**src/rtl/idsel_pkg.sv**
```systemverilog
package idsel_pkg;
  typedef enum logic [1:0] {
    PH_IDLE = 2'd0,
    PH_ARB  = 2'd1,
    PH_HOLD = 2'd2
  } phase_e;
endpackage

```
**src/rtl/idsel_wor_merge.sv**
```systemverilog
module idsel_wor_merge #(
  parameter int N_CELLS = 4,
  parameter int ID_W    = 4
) (
  input  logic [N_CELLS-1:0][ID_W-1:0] drv,
  input  logic [N_CELLS-1:0]           start_drv,
  output logic [ID_W-1:0]              lines,
  output logic                         start_line
);
  always_comb begin
    lines = '0;
    for (int k = 0; k < N_CELLS; k++) begin
      lines = lines | drv[k];
    end
  end

  assign start_line = |start_drv;
endmodule

```
**src/rtl/idsel_round_mon.sv**
```systemverilog
module idsel_round_mon
  import idsel_pkg::*;
#(
  parameter int N_CELLS = 4,
  parameter int ID_W    = 4
) (
  input  logic            clk,
  input  logic            rst,
  input  logic            start_line,
  input  logic [ID_W-1:0] lines,
  output phase_e          phase,
  output logic            settle,
  output logic            busy
);
  // worst case: every cell leaves once, each exit restarting a full settle
  localparam int ARB_LIMIT = (N_CELLS + 1) * (ID_W + 2);
  localparam int CNT_W     = $clog2(ARB_LIMIT + 1);

  phase_e          state_q, state_d;
  logic [ID_W-1:0] prev_q;
  logic [CNT_W-1:0] arb_cnt_q;

  assign settle = (state_q == PH_ARB) && (lines == prev_q);
  assign phase  = state_q;
  assign busy   = (state_q != PH_IDLE);

  always_comb begin
    state_d = state_q;
    case (state_q)
      PH_IDLE: if (start_line) state_d = PH_ARB;
      PH_ARB:  if (settle) state_d = (lines == '0) ? PH_IDLE : PH_HOLD;
      PH_HOLD: if (lines == '0) state_d = PH_IDLE;
      default: state_d = PH_IDLE;
    endcase
  end

  always_ff @(posedge clk) begin
    if (rst) begin
      state_q   <= PH_IDLE;
      prev_q    <= '0;
      arb_cnt_q <= '0;
    end else begin
      state_q <= state_d;
      prev_q  <= (state_q == PH_ARB) ? lines : '0;
      if (state_q == PH_ARB)
        arb_cnt_q <= (arb_cnt_q == CNT_W'(ARB_LIMIT)) ? arb_cnt_q : arb_cnt_q + 1'b1;
      else
        arb_cnt_q <= '0;
    end
  end

  // arbitration always settles within the bounded window
  assert_settle_bound_R4: assert property (@(posedge clk) disable iff (rst)
    (state_q == PH_ARB) |-> (arb_cnt_q < CNT_W'(ARB_LIMIT)));

  // the held line value does not move while a winner owns the bus
  assert_hold_line_steady_R8: assert property (@(posedge clk) disable iff (rst)
    (state_q == PH_HOLD && $past(state_q == PH_HOLD) && lines != '0 && $past(lines) != '0)
      |-> (lines == $past(lines)));
endmodule

```
**src/rtl/idsel_cell.sv**
```systemverilog
module idsel_cell
  import idsel_pkg::*;
#(
  parameter int ID_W = 4
) (
  input  logic            clk,
  input  logic            rst,
  input  logic            req,
  input  logic [ID_W-1:0] my_id,
  input  phase_e          phase,
  input  logic            settle,
  input  logic [ID_W-1:0] lines,
  output logic [ID_W-1:0] drive,
  output logic            start_drv,
  output logic            won
);
  logic            part_q;
  logic [ID_W-1:0] drive_q;
  logic            won_q;
  logic [ID_W-1:0] cand;
  logic            knock;
  logic            active;
  logic            win_now;

  // back off below the first bit where someone else shows a 1 we lack
  always_comb begin
    knock = 1'b0;
    cand  = '0;
    for (int b = ID_W - 1; b >= 0; b--) begin
      if (lines[b] && !my_id[b]) knock = 1'b1;
      cand[b] = my_id[b] & ~knock;
    end
  end

  assign active    = part_q & req;
  assign win_now   = active && (lines == my_id);
  assign start_drv = (phase == PH_IDLE) ? req : active;

  always_ff @(posedge clk) begin
    if (rst) begin
      part_q  <= 1'b0;
      drive_q <= '0;
      won_q   <= 1'b0;
    end else begin
      case (phase)
        PH_IDLE: begin
          part_q  <= req;
          drive_q <= req ? my_id : '0;
          won_q   <= 1'b0;
        end
        PH_ARB: begin
          part_q <= active;
          if (settle) begin
            won_q   <= win_now;
            drive_q <= win_now ? my_id : '0;
          end else begin
            won_q   <= 1'b0;
            drive_q <= active ? cand : '0;
          end
        end
        default: begin
          part_q  <= active;
          won_q   <= won_q & req;
          drive_q <= (won_q & req) ? my_id : '0;
        end
      endcase
    end
  end

  assign drive = drive_q;
  assign won   = won_q;

  // a granted cell always sees its own identifier on the lines
  assert_won_matches_line_R3: assert property (@(posedge clk) disable iff (rst)
    won_q |-> (lines == my_id));

  // dropping the request removes the grant at the next edge
  assert_drop_clears_won_R8: assert property (@(posedge clk) disable iff (rst)
    !req |=> !won_q);

  // an idle request leaves the shared lines untouched by this cell
  assert_quiet_without_req_R7: assert property (@(posedge clk) disable iff (rst)
    !req |=> (drive_q == '0));

  // participation can only begin while no round is open
  assert_join_only_when_idle_R6: assert property (@(posedge clk) disable iff (rst)
    $rose(part_q) |-> $past(phase == PH_IDLE));
endmodule

```
**src/rtl/idsel_arbiter.sv**
```systemverilog
module idsel_arbiter
  import idsel_pkg::*;
#(
  parameter int N_CELLS = 4,
  parameter int ID_W    = 4
) (
  input  logic                      clk,
  input  logic                      rst,
  input  logic [N_CELLS-1:0]        req,
  input  logic [N_CELLS*ID_W-1:0]   cell_id,
  output logic [N_CELLS-1:0]        won,
  output logic [ID_W-1:0]           arb_lines,
  output logic                      start_line,
  output logic                      round_busy
);
  logic [N_CELLS-1:0][ID_W-1:0] drv_bus;
  logic [N_CELLS-1:0]           start_bus;
  logic [ID_W-1:0]              lines_w;
  logic                         start_w;
  phase_e                       phase_w;
  logic                         settle_w;
  logic                         busy_w;

  idsel_wor_merge #(.N_CELLS(N_CELLS), .ID_W(ID_W)) merge_i (
    .drv        (drv_bus),
    .start_drv  (start_bus),
    .lines      (lines_w),
    .start_line (start_w)
  );

  idsel_round_mon #(.N_CELLS(N_CELLS), .ID_W(ID_W)) mon_i (
    .clk        (clk),
    .rst        (rst),
    .start_line (start_w),
    .lines      (lines_w),
    .phase      (phase_w),
    .settle     (settle_w),
    .busy       (busy_w)
  );

  for (genvar g = 0; g < N_CELLS; g++) begin : g_cell
    idsel_cell #(.ID_W(ID_W)) cell_i (
      .clk       (clk),
      .rst       (rst),
      .req       (req[g]),
      .my_id     (cell_id[g*ID_W +: ID_W]),
      .phase     (phase_w),
      .settle    (settle_w),
      .lines     (lines_w),
      .drive     (drv_bus[g]),
      .start_drv (start_bus[g]),
      .won       (won[g])
    );
  end

  assign arb_lines  = lines_w;
  assign start_line = start_w;
  assign round_busy = busy_w;

  // never more than one grant
  assert_single_grant_R5: assert property (@(posedge clk) disable iff (rst)
    $onehot0(won));

  // reset leaves no grant, no line activity and no open round
  assert_reset_clears_R9: assert property (@(posedge clk)
    rst |=> (won == '0 && arb_lines == '0 && !round_busy));
endmodule

```
**config.mk**
```make
export PLATFORM = sky130hd
export DESIGN_NAME = idsel_arbiter
export DESIGN_NICKNAME = d
export VERILOG_FILES = /design/src/rtl/idsel_pkg.sv /design/src/rtl/idsel_wor_merge.sv /design/src/rtl/idsel_round_mon.sv /design/src/rtl/idsel_cell.sv /design/src/rtl/idsel_arbiter.sv
export SDC_FILE = /design/constraint.sdc
export NUM_CORES = 1
export LEC_CHECK = 0
export BUFFER_PORTS_ARGS = -buffer_cell sky130_fd_sc_hd__buf_2
export CELL_PAD_IN_SITES_DETAIL_PLACEMENT = 1
export CELL_PAD_IN_SITES_GLOBAL_PLACEMENT = 2
export CORE_MARGIN = 1
export CORE_UTILIZATION = 35
export CTS_CLUSTER_DIAMETER = 100
export DETAILED_ROUTE_END_ITERATION = 10
export HOLD_SLACK_MARGIN = 0.05
export PLACE_DENSITY = 0.89
export SLEW_MARGIN = 20
export SYNTH_ARGS = -nofsm -noshare
export SYNTH_HDL_FRONTEND = slang
export SYNTH_SLANG_ARGS = --single-unit
```
**constraint.sdc**
```tcl
create_clock -name clk -period 3.2 [get_ports clk]
set_input_delay 0.64 -clock clk [delete_from_list [all_inputs] [get_ports clk]]
set_output_delay 0.64 -clock clk [all_outputs]
set_load 0.02 [all_outputs]
```
# Yosys cells after proc, flatten, opt, wreduce, memory -nomap -nowiden
# Cells that the tools add are included.
dict set report word_totals {
  regBits 30
  latchBits 0
  mem_bits_rw 0
  romBits 0
  in_bits 22
  out_inout_bits 10
  mem_count 0
}
dict set report op_classes {
  addsub 0
  n_mul 0
  n_div 0
  n_lt_le_gt_ge 0
  n_eq_ne 10
  shift 0
  n_mux 57
  n_bitwise 44
  n_reduce_logical 43
}
# operator n
set ops {}
lappend ops {{4-bit 2-to-1 mux} 20}
lappend ops {{4-bit case mux with 2 select lines} 4}
lappend ops {{1-bit bitwise AND} 24}
lappend ops {{1-bit 2-to-1 mux} 24}
lappend ops {{1-bit logical AND} 21}
lappend ops {{4-bit equality test} 5}
lappend ops {{1-bit NOT} 17}
lappend ops {{1-bit logical NOT} 16}
lappend ops {{4-bit bitwise OR} 3}
lappend ops {{2-bit 2-to-1 mux} 4}
lappend ops {{1-bit case mux with 2 select lines} 4}
lappend ops {{2-bit case mux with 3 select lines} 1}
lappend ops {{4-bit logical NOT} 1}
lappend ops {{2-bit by 1-bit != test with 1-bit output, second input constant} 2}
lappend ops {{4-bit OR reduction} 1}
lappend ops {{3-bit AND reduction} 1}
lappend ops {{2-bit by 1-bit equality test with 1-bit output, second input constant} 1}
lappend ops {{2-bit equality test, second input constant} 1}
lappend ops {{2-bit logical NOT} 1}
lappend ops {{2-bit != test, second input constant} 1}
lappend ops {{2-bit nonzero test} 1}
lappend ops {{2-bit OR reduction} 1}

# Logic depth before layout (Yosys ltp)
# Gate-level depths: netlist of run 1.
dict set report logic_depth {
  ltp_word 13
  ltp_mapped 8
}

# Hierarchy
# A second synthesis of run 1 with hierarchy kept.
dict set report unflattened {
  hier_cells 166
  area_unflattened_um2 1600.3
}
# module instances cells_per_inst area_each_um2 seq_area_each_um2
set modules_own_cells {}
lappend modules_own_cells {idsel_cell 4 34 324.1 120.1}
lappend modules_own_cells {idsel_round_mon 1 25 266.5 120.1}
lappend modules_own_cells {idsel_wor_merge 1 5 37.5 0.0}

# Least setup slack after synthesis of run 1
# OpenSTA, ideal clock, no wires.
dict set report synth_path {
  path_kind {register to register}
  start {reg g_cell[1].cell_i.drive_q[1]}
  end {reg g_cell[0].cell_i.drive_q[2]}
  setup_ps 59
  t_arrival_ps 2038
  required_time_ps 3141
  path_slack_ps 1104
  stages_incl_launch_ff 8
  period_less_slack_ps 2096
  path_cell_list {dfxtp_1 nor4_2 inv_1 ha_1 nand4_1 or3_1 o221ai_1 o211a_1}
}
dict set report synth_via {
  elab_chain_cells 8
}
# item line
set synth_rtl {}
lappend synth_rtl {{start: declaration} idsel_cell.sv:18} ;# logic [ID_W-1:0] drive_q;
lappend synth_rtl {{start signal: assignment} idsel_cell.sv:48} ;# drive_q <= req ? my_id : '0;
lappend synth_rtl {{start signal: assignment} idsel_cell.sv:55} ;# drive_q <= win_now ? my_id : '0;
lappend synth_rtl {{start signal: assignment} idsel_cell.sv:58} ;# drive_q <= active ? cand : '0;
lappend synth_rtl {{4-bit bitwise OR (*) (3 in series)} idsel_wor_merge.sv:13} ;# lines = lines | drv[k];
lappend synth_rtl {{net arb_lines[1]} idsel_arbiter.sv:12} ;# output logic [ID_W-1:0] arb_lines,
lappend synth_rtl {{4-bit equality test} idsel_cell.sv:36} ;# assign win_now = active && (lines == my_id);
lappend synth_rtl {{1-bit logical AND} idsel_cell.sv:36}
lappend synth_rtl {{4-bit 2-to-1 mux} idsel_cell.sv:55}
lappend synth_rtl {{4-bit 2-to-1 mux (*)} idsel_cell.sv:53} ;# if (settle) begin
lappend synth_rtl {{4-bit case mux with 2 select lines (*)} idsel_cell.sv:45} ;# case (phase)
lappend synth_rtl {{end signal: assignment} idsel_cell.sv:48}
lappend synth_rtl {{end signal: assignment} idsel_cell.sv:55}
lappend synth_rtl {{end signal: assignment} idsel_cell.sv:58}
lappend synth_rtl {{end: declaration} idsel_cell.sv:18}
# The timed path passes the listed nets; every way through them passes the cells marked *.
# A chain may end at the register's enable or synchronous reset.

# Worst setup path in the final report of run 1
dict set report layout_path {
  start {reg mon_i.state_q[1] (netlist: mon_i.phase[1])}
  end {out start_line}
}
dict set report layout_via {
  elab_chain_cells 3
}
# item line
set layout_rtl {}
lappend layout_rtl {{start: declaration} idsel_round_mon.sv:19} ;# phase_e state_q, state_d;
lappend layout_rtl {{start signal: assignment} idsel_round_mon.sv:43} ;# state_q <= state_d;
lappend layout_rtl {{2-bit logical NOT (*)} idsel_cell.sv:37} ;# assign start_drv = (phase == PH_IDLE) ? req : active;
lappend layout_rtl {{1-bit 2-to-1 mux} idsel_cell.sv:37}
lappend layout_rtl {{4-bit OR reduction (*)} idsel_wor_merge.sv:17} ;# assign start_line = |start_drv;
lappend layout_rtl {{end: declaration} idsel_arbiter.sv:13} ;# output logic start_line,
# Every way passes the cells marked *; elsewhere a longest branch is shown, timed or not.

==> results.toml, run 1 <==
[synth]
syn-cell-area_um2 = 1680
synthTopCellsByCount = "dfxtp_1, inv_1, nor2_1"
synth.avg_cell_area_um2 = 8.798
syn_inst = 191
yosys.area.top_type = "dfxtp_1"
synth_most_common_cell = "dfxtp_1"
synth_top_area_share_pct = 35.74
synth_warnings = 0
ys_seq_area_share_pct = 35.74
ys_top_cells_by_area = "dfxtp_1, ha_1, nor4_4"
post_synth_num_cell_types = 36
synth_edf_count = 0
ys.flop_type = "dfxtp_1"
synth_fp_nets = 229
synth_seq_cells = 30
async_reset_ff_share_pct = 0

[pwr]
finalPower_mw = 1.181
powerDensity_nw_per_um2 = 608.1
peakVddDrop_uv = 266.7
p_leak_nw = 0.8833

[floorplanning]
die_y_um = 71.29
fp.coreArea_um2 = 4474
initial_core_util_pct = 37.56
fp-row-count = 24
num_io_pins = 32
die-area_um2 = 5082
die_x_um = 71.29

[cells_and_area]
final_nets = 257
antenna_cells = 0
final_util_pct = 43.40
drive_gt1_share_pct = 22.27
area_growth_pct = 15.56
postLayoutCellArea_um2 = 1942
layout.cells.non_filler = 272

[timing]
skew_ns = 0.008928
worst_slew_pin_slew_ns = 0.7009
finalSetupTns_ns = 0
clock.fmax_ghz = 0.4118
slew_violations = 0
whs_ns = 0.5128
fin_crit_sh_pct = 75.89
setup_viol = 0
setup_slack_ns = 0.7716
fin_crit_ns = 2.428
maxSlewHeadroom_pct = 52.92
finalHoldViolCount = 0
rsz0062_at_grt = "false"

[run]
cap_violations = 0

[placed_design]
dpl.hpwl_um = 3377
place_area_um2 = 1851
gp_congestion = 0.8196
port_buffers = 31
pre_cts_slack_ns = 0.8623
dp_cells = 264

[detailed_routing]
final_antenna_net_count = 0
wl_um = 4438
drc_errors = 1
dr.pass1.iters = 7
drt-wirelength-per-cell_um = 16.32
via_count = 1425
drt_iter0_markers = 58
vias_per_cell = 5.239

[clock_network]
cts-buffers-inserted = 5
cts_tree = "done"
postCtsResizedCells = 0
htreeDepth = 2
clk_pin_slew_ns = 0.07
postCtsHoldBufs = 0
cts-root-buf = "clkbuf_8"
clock_sinks = 30
clockBufferDepth = 2
postCtsSetupRepairBufs = 0
clk-insertion-delay-late_ns = 0.28

[worst_hold_path]
min_path_type = "reg2reg"

[critical_path]
cp.arrival_ns = 1.79
cp_data_required_time_ns = 2.56
start_kind = "flip-flop"
crit_path_max_fanout = 10
critical_path.endpoint_type = "primary output"
path_class = "reg2out"

[global_routing]
grt_pass1_wl_um = 7569
grt_overflow_total = 0
grt_max_degree = 27
grt_pass1_vias = 1529
grt_use_total_pct = 19.66
antenna_found_initial = 0

[status]
status = "finished with violations"
violations = "DRC"
==> kinds of logic after synthesis <==
group / Yosys count / synth area share (%)
and+or+nand+nor: 75 / 26.73
AOI/OAI and AO/OA: 33 / 15.19
DFF: 30 / 35.74
xor gates and xnor gates: 4 / 2.085
adders and majority gates: 16 / 11.91
buffers and inverters: 33 / 8.339
==> sequential cells by signal (all words and copies together) (netlist names) <==
register	cells
mon_i.phase	2
g_cell.cell_i.drive	16
g_cell.cell_i.part_q	4
g_cell.cell_i.won	4
mon_i.prev_q	4
==> power by group <==
part	internal, mW	switching (mW)
Sequential	0.407	0.0286
Clock	0.173	0.147
Combinational	0.146	0.278
==> area by class of cell <==
| class | count | area [um^2] |
|---|---|---|
| well taps | 52 | 65.06 |
| multi-input cells | 128 | 939.7 |
| clock inverters | 1 | 5.005 |
| clock buffers | 7 | 86.33 |
| fillers | 553 | 2532 |
| flip-flops and latches | 30 | 600.6 |
| inverters | 22 | 82.58 |
| repair buffers | 32 | 162.7 |
==> metal layers <==
layer | vias to the layer above | wire [um] | track usage, %
met3 | 4 | 170 | 5.063
met4 | 0 | 48 | 5.333
li1 | 731 | - | -
met1 | 663 | 2235 | 26.53
met2 | 27 | 1983 | 31.22
met5 | - | 0 | 0
==> path summary, 6_finish.rpt <==
path | endpoint | startpoint | slack, ns | cells after the start
setup reg to reg | g_cell[0].cell_i.drive[2] | g_cell[1].cell_i.drive[1] | 0.83 | 7
hold / removal | g_cell[3].cell_i.won | g_cell[3].cell_i.won | 0.51 | 2
setup / recovery | start_line | mon_i.phase[1] | 0.77 | 4
hold reg to reg | g_cell[3].cell_i.won | g_cell[3].cell_i.won | 0.51 | 2
==> worst max-delay path, cell delays in order, from the launching register on <==
cell and delay (ns):
dfxtp_1 0.41, nor2_1 0.50, o21ai_0 0.24, nand4_1 0.17, buf_2 0.18
==> cells in the final DEF, fill, tap and decap left out, types with 2 or more instances in the layout <==
cell type,n
or3_1,3
a21oi_1,5
ha_1,16
nand2_1,14
nor3_1,4
and2_1,2
clkbuf_8,6
nor4_4,4
xnor2_1,4
nor2_1,19
o211a_1,2
o21ai_0,6
or4_1,3
nand4_1,6
nor2b_1,2
a211oi_1,11
dfxtp_1,30
a31oi_2,3
inv_1,21
nand3_1,11
buf_2,31
Note: power is estimated with default switching activity, not from simulation.
==> run 2, diff against run 1 <==
ABC_AREA = 1   (was not set)
CORE_UTILIZATION = 30   (was 35)
PLACE_DENSITY = 0.83   (was 0.89)
clock period = 2.4 ns   (was 3.2 ns; I/O delays follow)
==> run 2 against run 1 <==
Net effect:
- power increased by 39%
- via count increased by 12%
- sequential share of layout area decreased by 2.0 points
- setup slack got worse by 0.36 ns
- cell count increased by 30%
- routed wire length increased by 4.8%
- global-route usage decreased by 2.2 points
- the run now ends clean
- flip-flop and latch count unchanged
- first-iteration DRC count decreased by 60%
- die area increased by 23%
==> results.toml, run 2 <==
[floorplanning]
fp-row-count = 27
fp.coreArea_um2 = 5608
die-area_um2 = 6234
die_x_um = 78.96
num_io_pins = 32
initial_core_util_pct = 31.68
die_y_um = 78.96

[run]
cap_violations = 0

[detailed_routing]
dr.pass1.iters = 4
via_count = 1595
drt-wirelength-per-cell_um = 13.13
wl_um = 4649
vias_per_cell = 4.506
drc_errors = 0
final_antenna_net_count = 0
drt_iter0_markers = 23

[placed_design]
gp_congestion = 0.8034
pre_cts_slack_ns = 0.5360
port_buffers = 31
dpl.hpwl_um = 3672
dp_cells = 346

[worst_hold_path]
min_to = "g_cell[2].cell_i.drive[1]"
min_path_type = "in2reg"
worstHoldStart = "cell_id[9]"
holdPathStages = 3

[critical_path]
cp.arrival_ns = 1.51
critical_path.endpoint_type = "primary output"
crit_start = "mon_i.phase[0]"
reg2reg_to = "g_cell[2].cell_i.drive[0]"
cpPeakStageDelay_ns = 0.31
r2r-start = "g_cell[2].cell_i.drive[2]"
path_delay_family = "simple AND/OR/NAND/NOR gates"
path_class = "reg2out"
slowest_stage = "dfxtp_1"
start_kind = "flip-flop"
crit_path_cell_trace = "nor2_1 -> buf_4 -> o21ai_0 -> nand4_1 -> buf_2"
reg2reg_slack_ns = 0.51
crit_path_max_fanout = 7
cp_data_required_time_ns = 1.92
r2r_cells = 9
crit_buf_inv = 2

[synth]
synth.avg_cell_area_um2 = 7.107
synth_warnings = 0
syn-cell-area_um2 = 1777
synthTopCellsByCount = "nand2_1, nor2_1, inv_1"
syn_inst = 250
synth_seq_cells = 30
ys.flop_type = "dfxtp_1"
synth_most_common_cell = "nand2_1"
synth_edf_count = 0
post_synth_num_cell_types = 24
synth_fp_nets = 288
synth_top_area_share_pct = 33.80
ys_top_cells_by_area = "dfxtp_1, ha_1, nand2_1"
async_reset_ff_share_pct = 0
yosys.area.top_type = "dfxtp_1"
ys_seq_area_share_pct = 33.80

[cells_and_area]
antenna_cells = 0
drive_gt1_share_pct = 23.40
final_nets = 319
area_growth_pct = 17.04
final_common_cell = "nand2_1"
layout.cells.non_filler = 354
layout_common_cells = "nand2_1, nor2_1, inv_1, buf_2, dfxtp_1"
largest_reg_flops = 16

[clock_network]
cts_tree = "done"
postCtsSetupRepairBufs = 0
clockBufferDepth = 2
postCtsResizedCells = 0
htreeDepth = 2
cts-root-buf = "clkbuf_8"
clk-insertion-delay-late_ns = 0.29
postCtsHoldBufs = 0
clock_sinks = 30
clk_pin_slew_ns = 0.07
cts-buffers-inserted = 5

[pwr]
p_leak_nw = 1.136
finalPower_mw = 1.644
peakVddDrop_uv = 310.4
powerDensity_nw_per_um2 = 790.5

[global_routing]
grt_pass1_wl_um = 8052
antenna_found_initial = 0
grt_use_total_pct = 17.50
grt_max_degree = 18
grt_pass1_vias = 1679
grt_overflow_total = 0

[timing]
rsz0062_at_grt = "false"
fin_crit_sh_pct = 82.88
setup_viol = 0
finalSetupTns_ns = 0
skew_ns = 0.008498
worst_slew_pin_slew_ns = 0.3813
whs_ns = 0.4338
setup_slack_ns = 0.4109
maxSlewHeadroom_pct = 74.55
fin_crit_ns = 1.989
clock.fmax_ghz = 0.5028
slew_violations = 0
finalHoldViolCount = 0

[status]
status = "completed"
## run 2: logic make-up (layout without fill, tap and decap cells)
| kind of cell | Yosys count | count (layout) | share of synthesized area [%] |
|---|---|---|---|
| AND/OR/NAND/NOR | 139 | 139 | 38.52 |
| buffers and inverters | 48 | 80 | 11.48 |
| AO/OA/AOI/OAI | 17 | 17 | 4.929 |
| adder cells (fa/ha/maj) | 16 | 16 | 11.27 |
| flip-flops | 30 | 30 | 33.80 |
## run 2: power breakdown
group / internal (mW) / switching (mW) / leakage (nW)
Sequential: 0.545 / 0.0201 / 0.245
Combinational: 0.211 / 0.441 / 0.844
Clock: 0.230 / 0.197 / 0.0472
## run 2: area by class of cell
| class | instances | area (um^2) |
|---|---|---|
| Clock buffer | 6 | 82.58 |
| Tap cell | 72 | 90.09 |
| Fill cell | 741 | 3528 |
| Inverter | 39 | 151.4 |
| Multi-Input combinational cell | 172 | 972.2 |
| Clock inverter | 2 | 12.51 |
| Sequential cell | 30 | 600.6 |
| Timing Repair Buffer | 33 | 170.2 |
## run 2: metal layers
metal  wire length [um]  track usage (%)
met4                 98            7.818
met1               2340            22.54
met2               2069            27.91
met5                  0                0
met3                140            3.793
## run 2: stage by stage
stage	instance area [um^2]	util [%]
final	2079	37.08
after global routing	2079	37.08
after CTS	2079	37.08
after detailed placement	1984	35.39
after global placement	1984	35.39
after floorplan	1777	-
## run 2: how the worst max path moves through the flow
stage	endpoint	depth (start not counted)
global placement	g_cell[2].cell_i.drive[1]	9
detailed placement	g_cell[2].cell_i.drive[1]	9
finish	start_line	5
floorplan	g_cell[2].cell_i.drive[0]	9
global route	start_line	5
CTS	start_line	5
## run 2: worst register-to-register path: stages, from the launching register on
cell and delay, ns:
dfxtp_1 0.31, nor2_2 0.14, nand2_1 0.26, ha_1 0.38
nand4_1 0.10, nor2_1 0.15, nand4_1 0.19, nand3_1 0.15
a21oi_1 0.07, nor2_1 0.09
